==> config.mk <==
export PLATFORM = sky130hd
export DESIGN_NAME = pix_out_fmt
export DESIGN_NICKNAME = d
export VERILOG_FILES = /design/src/rtl/pof_pkg.sv /design/src/rtl/pof_pix_proc.sv /design/src/rtl/pof_pair_route.sv /design/src/rtl/pof_sync_pol.sv /design/src/rtl/pix_out_fmt.sv
export SDC_FILE = /design/constraint.sdc
export NUM_CORES = 1
export LEC_CHECK = 0
export CAP_MARGIN = 0
export CORE_MARGIN = 5
export CORE_UTILIZATION = 40
export CTS_BUF_LIST = sky130_fd_sc_hd__clkbuf_4
export DETAILED_ROUTE_END_ITERATION = 12
export DONT_BUFFER_PORTS = 1
export SLEW_MARGIN = 20
export SYNTH_ARGS = -nofsm -noshare
export SYNTH_HDL_FRONTEND = slang
export SYNTH_SLANG_ARGS = --single-unit
==> constraint.sdc <==
create_clock -name clk -period 2 [get_ports clk]
set_clock_uncertainty 0.05 [all_clocks]
set_input_delay 0.1 -clock clk [delete_from_list [all_inputs] [get_ports clk]]
set_output_delay 0.1 -clock clk [all_outputs]
set_load 0.005 [all_outputs]
==> src/rtl/pof_pkg.sv <==
package pof_pkg;
    typedef enum logic {PH_LEFT = 1'b0, PH_RIGHT = 1'b1} pair_ph_e;
    localparam int SYNC_N = 3;
    localparam int SY_VS  = 0;
    localparam int SY_HS  = 1;
    localparam int SY_DE  = 2;
endpackage

==> src/rtl/pof_pix_proc.sv <==
module pof_pix_proc #(
    parameter int CW     = 8,
    parameter int SHW    = 3,
    parameter int MAX_SH = 4
) (
    input  logic [3*CW-1:0] pix_i,
    input  logic [SHW-1:0]  shift_i,
    input  logic            rev_i,
    input  logic            swap_i,
    output logic [3*CW-1:0] pix_o
);
    localparam int PW = 3 * CW;

    logic [PW-1:0]  sw;
    logic [SHW-1:0] amt;

    // swap R and B before anything else
    always_comb begin
        sw  = swap_i ? {pix_i[CW-1:0], pix_i[2*CW-1:CW], pix_i[PW-1:2*CW]} : pix_i;
        amt = (shift_i > SHW'(MAX_SH)) ? '0 : shift_i;
    end

    for (genvar ch = 0; ch < 3; ch++) begin : g_chan
        logic [CW-1:0] sh;
        logic [CW-1:0] rv;
        always_comb begin
            sh = sw[ch*CW +: CW] >> amt;
            for (int i = 0; i < CW; i++) begin
                rv[i] = sh[CW-1-i];
            end
        end
        assign pix_o[ch*CW +: CW] = rev_i ? rv : sh;
    end
endmodule

==> src/rtl/pof_pair_route.sv <==
module pof_pair_route #(
    parameter int PW = 24
) (
    input  logic          dual_i,
    input  logic          route_i,
    input  logic          sep_i,
    input  logic [PW-1:0] cur_pix_i,
    input  logic          cur_flag_i,
    input  logic [PW-1:0] left_pix_i,
    input  logic          left_flag_i,
    output logic [PW-1:0] a_o,
    output logic [PW-1:0] b_o,
    output logic          fa_o,
    output logic          fb_o
);
    logic fl, fr;

    always_comb begin
        fl = sep_i ? left_flag_i : (left_flag_i | cur_flag_i);
        fr = sep_i ? cur_flag_i  : (left_flag_i | cur_flag_i);
        if (!dual_i) begin
            a_o  = route_i ? '0 : cur_pix_i;
            b_o  = route_i ? cur_pix_i : '0;
            fa_o = route_i ? 1'b0 : cur_flag_i;
            fb_o = route_i ? cur_flag_i : 1'b0;
        end else if (!route_i) begin
            a_o  = left_pix_i;
            b_o  = cur_pix_i;
            fa_o = fl;
            fb_o = fr;
        end else begin
            a_o  = cur_pix_i;
            b_o  = left_pix_i;
            fa_o = fr;
            fb_o = fl;
        end
    end
endmodule

==> src/rtl/pof_sync_pol.sv <==
module pof_sync_pol #(
    parameter int N = 3
) (
    input  logic [N-1:0] sig_i,
    input  logic [N-1:0] pol_i,
    input  logic         en_i,
    output logic [N-1:0] sig_o
);
    for (genvar k = 0; k < N; k++) begin : g_sig
        assign sig_o[k] = en_i & (sig_i[k] ^ pol_i[k]);
    end
endmodule

==> src/rtl/pix_out_fmt.sv <==
module pix_out_fmt
    import pof_pkg::*;
#(
    parameter int CW     = 8,
    parameter int SHW    = 3,
    parameter int MAX_SH = 4
) (
    input  logic              clk,
    input  logic              rst_n,
    input  logic              in_valid,
    input  logic [3*CW-1:0]   in_pix,
    input  logic              in_dinv,
    input  logic              in_vs,
    input  logic              in_hs,
    input  logic              in_de,
    input  logic              cfg_dual,
    input  logic              cfg_route,
    input  logic [SHW-1:0]    cfg_shift,
    input  logic              cfg_rev,
    input  logic              cfg_swap_rb,
    input  logic              cfg_vs_pol,
    input  logic              cfg_hs_pol,
    input  logic              cfg_de_pol,
    input  logic              cfg_clk_inv,
    input  logic              cfg_dinv_sep,
    input  logic              cfg_dinv_pol,
    input  logic              cfg_dinv_en,
    input  logic              cfg_tcon_en,
    input  logic              cfg_data_en,
    output logic              out_valid,
    output logic [3*CW-1:0]   out_a,
    output logic [3*CW-1:0]   out_b,
    output logic              out_dinv_a,
    output logic              out_dinv_b,
    output logic              out_vs,
    output logic              out_hs,
    output logic              out_de,
    output logic              out_clk_inv
);
    localparam int PW = 3 * CW;

    typedef struct packed {
        pair_ph_e      phase;
        logic [PW-1:0] left;
        logic          left_f;
        logic [PW-1:0] a;
        logic [PW-1:0] b;
        logic          fa;
        logic          fb;
        logic          vs;
        logic          hs;
        logic          de;
        logic          clk_inv;
        logic          valid;
    } st_t;

    st_t st_d, st_q;

    logic [PW-1:0]     cur_pix;
    logic              cur_flag;
    logic [PW-1:0]     rt_a, rt_b;
    logic              rt_fa, rt_fb;
    logic [SYNC_N-1:0] sync_in, sync_pol, sync_out;

    assign cur_flag = cfg_dinv_en & in_dinv;

    pof_pix_proc #(.CW(CW), .SHW(SHW), .MAX_SH(MAX_SH)) u_proc (
        .pix_i   (in_pix),
        .shift_i (cfg_shift),
        .rev_i   (cfg_rev),
        .swap_i  (cfg_swap_rb),
        .pix_o   (cur_pix)
    );

    pof_pair_route #(.PW(PW)) u_route (
        .dual_i      (cfg_dual),
        .route_i     (cfg_route),
        .sep_i       (cfg_dinv_sep),
        .cur_pix_i   (cur_pix),
        .cur_flag_i  (cur_flag),
        .left_pix_i  (st_q.left),
        .left_flag_i (st_q.left_f),
        .a_o         (rt_a),
        .b_o         (rt_b),
        .fa_o        (rt_fa),
        .fb_o        (rt_fb)
    );

    always_comb begin
        sync_in         = '0;
        sync_pol        = '0;
        sync_in[SY_VS]  = in_vs;
        sync_in[SY_HS]  = in_hs;
        sync_in[SY_DE]  = in_de;
        sync_pol[SY_VS] = cfg_vs_pol;
        sync_pol[SY_HS] = cfg_hs_pol;
        sync_pol[SY_DE] = cfg_de_pol;
    end

    pof_sync_pol #(.N(SYNC_N)) u_sync (
        .sig_i (sync_in),
        .pol_i (sync_pol),
        .en_i  (cfg_tcon_en),
        .sig_o (sync_out)
    );

    always_comb begin
        st_d         = st_q;
        st_d.valid   = 1'b0;
        st_d.vs      = sync_out[SY_VS];
        st_d.hs      = sync_out[SY_HS];
        st_d.de      = sync_out[SY_DE];
        st_d.clk_inv = cfg_clk_inv;
        if (!cfg_dual) begin
            st_d.phase = PH_LEFT;
        end
        if (in_valid) begin
            if (cfg_dual && st_q.phase == PH_LEFT) begin
                st_d.left   = cur_pix;
                st_d.left_f = cur_flag;
                st_d.phase  = PH_RIGHT;
            end else begin
                st_d.valid = 1'b1;
                st_d.a     = rt_a;
                st_d.b     = rt_b;
                st_d.fa    = rt_fa ^ cfg_dinv_pol;
                st_d.fb    = rt_fb ^ cfg_dinv_pol;
                st_d.phase = PH_LEFT;
            end
        end
        if (!cfg_data_en) begin
            st_d.a  = '0;
            st_d.b  = '0;
            st_d.fa = 1'b0;
            st_d.fb = 1'b0;
        end
    end

    always_ff @(posedge clk) begin
        if (!rst_n) begin
            st_q <= '0;
        end else begin
            st_q <= st_d;
        end
    end

    assign out_valid   = st_q.valid;
    assign out_a       = st_q.a;
    assign out_b       = st_q.b;
    assign out_dinv_a  = st_q.fa;
    assign out_dinv_b  = st_q.fb;
    assign out_vs      = st_q.vs;
    assign out_hs      = st_q.hs;
    assign out_de      = st_q.de;
    assign out_clk_inv = st_q.clk_inv;
endmodule

==> out/metrics.yaml <==
cpPeakStageDelay_ps: 670
hold_slack_ps: 33.8
synthMostInstantiatedCell: "o21ai_0"
crit_path_frequent_cell: "dlygate4sd3_1"
ys_warn_count: 0
peakVddDrop_v: 0.000327
cts.path.max_buffers: 2
core_region_area_sq_um: 13800
min_period_over_period_pct: 94.0
synthTopCellsByCount: "o21ai_0, dfxtp_1, nor2_1"
cts_buffers: 9
pin_count: 102
crit_start: "cfg_shift[1]"
synthTopCellsByArea: "dfxtp_1, o21ai_0, buf_4, a21oi_1, nor2_1"
r2r_start: "st_q[80]$_SDFFE_PN0P_"
worstSetupPathType: "in2reg"
crit_slowest_cell: "dlygate4sd3_1"
hold_path.startpoint: "cfg_rev"
start_kind: "primary input"
ys_types: 61
async_flop_share_pct: 0
cts_tree: "done"
cp_max_fo: 25
grt_setup_unrepaired: "no"
ant_nets: 0
drc_errors: 0
power_per_cell_area_nw_per_um2: 635
outcome: "complete, no violations"
drt-total-wl_um: 18600
drtIter0Drc: 457
rows: 43
nFillCells: 1403
fin_nets: 734
drv_cap: 0
drv_slew: 0
clock-sinks: 81
htree_levels: 3
worstSkewPairLatency_ps: 460
syn_to_final_growth_pct: 4.88
setup_violations: 0
synthCells: 726
track_usage_pct: 22.1
vias: 5418
ys_seq_area_share_pct: 28.8
routed_via_density: 6.22
dp_hpwl_um: 12700
syn-num-nets: 773
grt_pass1_wl_um: 28800
root_buffer: "clkbuf_4"
worst_ep_required_time_ps: 2280
antenna_found_initial: 1
drive_above_1_share_pct: 10.9
tightestPinTransition_ps: 1060
grt_overflow: 0
hold_viol_final: 0
end_kind: "register"
timing.final.crit_period_ps: 1880
die_x_um: 129
p_leak_uw: 0.00214
die_area_sq_um: 16600
clock.fmax_mhz: 532
yosysTopAreaCell: "dfxtp_1"
ys.flop_type: "dfxtp_1"
initial_utilization_pct: 40.8
grt_pass1_vias: 5084
synth_area_sq_um: 5640
yosys_register_bits: 81
cts.clk_slew.worst_paths_ps: 110
path_cells: "dlygate4sd3_1, or3b_2, dlygate4sd3_1, nand4_1, o311ai_0"
portBuffers: 0
netlist.area_leader.share_pct: 28.8
wl_per_cell_um: 21.4
tns_ps: 0
synth_edf_count: 0
grt_start_max_net_pins: 46
min_path_type: "in2reg"
slew_headroom_pct: 28.9
gp_congestion: 0.915
avgSynthCellArea_sq_um: 7.77
first_pass_iters: 5
arrival_ps: 2160
post_cts_buffers: 0
die_h_um: 129
[repair_timing]
| item | in CTS | in global routing |
|---|---|---|
| hold buffers | 33 | 0 |
| gates resized for setup | 0 | 5 |
| setup endpoints to repair | 0 | 33 |
| endpoints found under the hold margin | 74 | 0 |
[kinds of logic (layout without fill, tap and decap cells)]
kind of cell	count (synthesis)	count (layout)	synth area share, %
compound gates	288	288	33.3
simple gates	174	174	14.2
buf+inv	133	97	12.9
flops	81	81	28.8
mux	42	42	9.52
xor+xnor	8	8	1.24
other cells	0	1	0
[through the flow]
step                      instance area [sq um]  power [uW]  instances  setup slack (ps)  utilization [%]
after floorplan                            5640        2460        726               224                -
after global placement                     5430        2590        823              72.1             39.3
after detailed placement                   5430        2600        823             -16.3             39.3
after CTS                                  5900        3760        870              7.76             42.7
after global routing                       5910        3950        871              42.3             42.8
final                                      5910        3750        871               119             42.8
[routing by layer]
layer  part of all wire, %  wire, um  vias to the layer above  GRT usage, %
met5                     0         0                        -             0
met3                   9.5      1770                       33          6.52
met1                    44      8230                     2578          30.4
met2                    44      8180                      249          32.9
met4                   2.3       432                        0          7.78
li1                      -         -                     2558             -
[path summary, 6_finish.rpt]
check                                              end  slack, ps  cells after the start
worst min register to register   st_q[72]$_SDFFE_PN0P_        420                      2
worst max-delay path             st_q[75]$_SDFFE_PN0P_        120                      5
worst min-delay path            out_b[20]$_SDFFE_PN0P_         30                      3
worst max register to register  out_b[23]$_SDFFE_PN0P_        130                      6
[sequential cells by signal, summed over array words and instances (netlist names)]
signal       flops
out_de           1
out_vs           1
out_valid        1
out_clk_inv      1
out_dinv_b       1
out_b           24
out_dinv_a       1
out_a           24
st_q            26
out_hs           1
[layout by cell type, fill, tap and decap left out, types with 11 or more instances in the layout]
cell type      Yosys  layout
o21a_1            11      11
nor3_1            13      13
buf_4             49      23
mux2_2            17      17
nand3_1           11      11
dlygate4sd3_1      0      29
a221oi_1          16      16
mux2i_1           18      18
a22oi_1           11      11
o21ai_0           97      97
dfxtp_1           81      80
nand2_1           50      50
a21oi_1           48      48
a211oi_1          16      16
inv_1             25      25
nor2_1            63      63
[power breakdown]
group,total [uW],internal (uW),switching [uW]
combinational,929,381,548
clock,1070,504,568
sequential,1750,1690,59.9
[critical path: cells and delay by family]
family                 cells  cell delay [ps]
AND/OR/NAND/NOR            2              670
buffers and inverters      2             1260
AO/OA/AOI/OAI              1              120
[cell type report]
| type | instances | area, sq um | share of cell area [%] |
|---|---|---|---|
| Multi-Input combinational cell | 512 | 3290 | 55.6 |
| Sequential cell | 81 | 1620 | 27.4 |
| Timing Repair Buffer | 58 | 537 | 9.08 |
| Tap cell | 180 | 225 | 3.81 |
| Inverter | 25 | 93.8 | 1.59 |
| Clock buffer | 10 | 75.1 | 1.27 |
| Clock inverter | 4 | 70.1 | 1.18 |
| Antenna cell | 1 | 2.50 | 0.0423 |
Power figures use the tool's default switching activity.
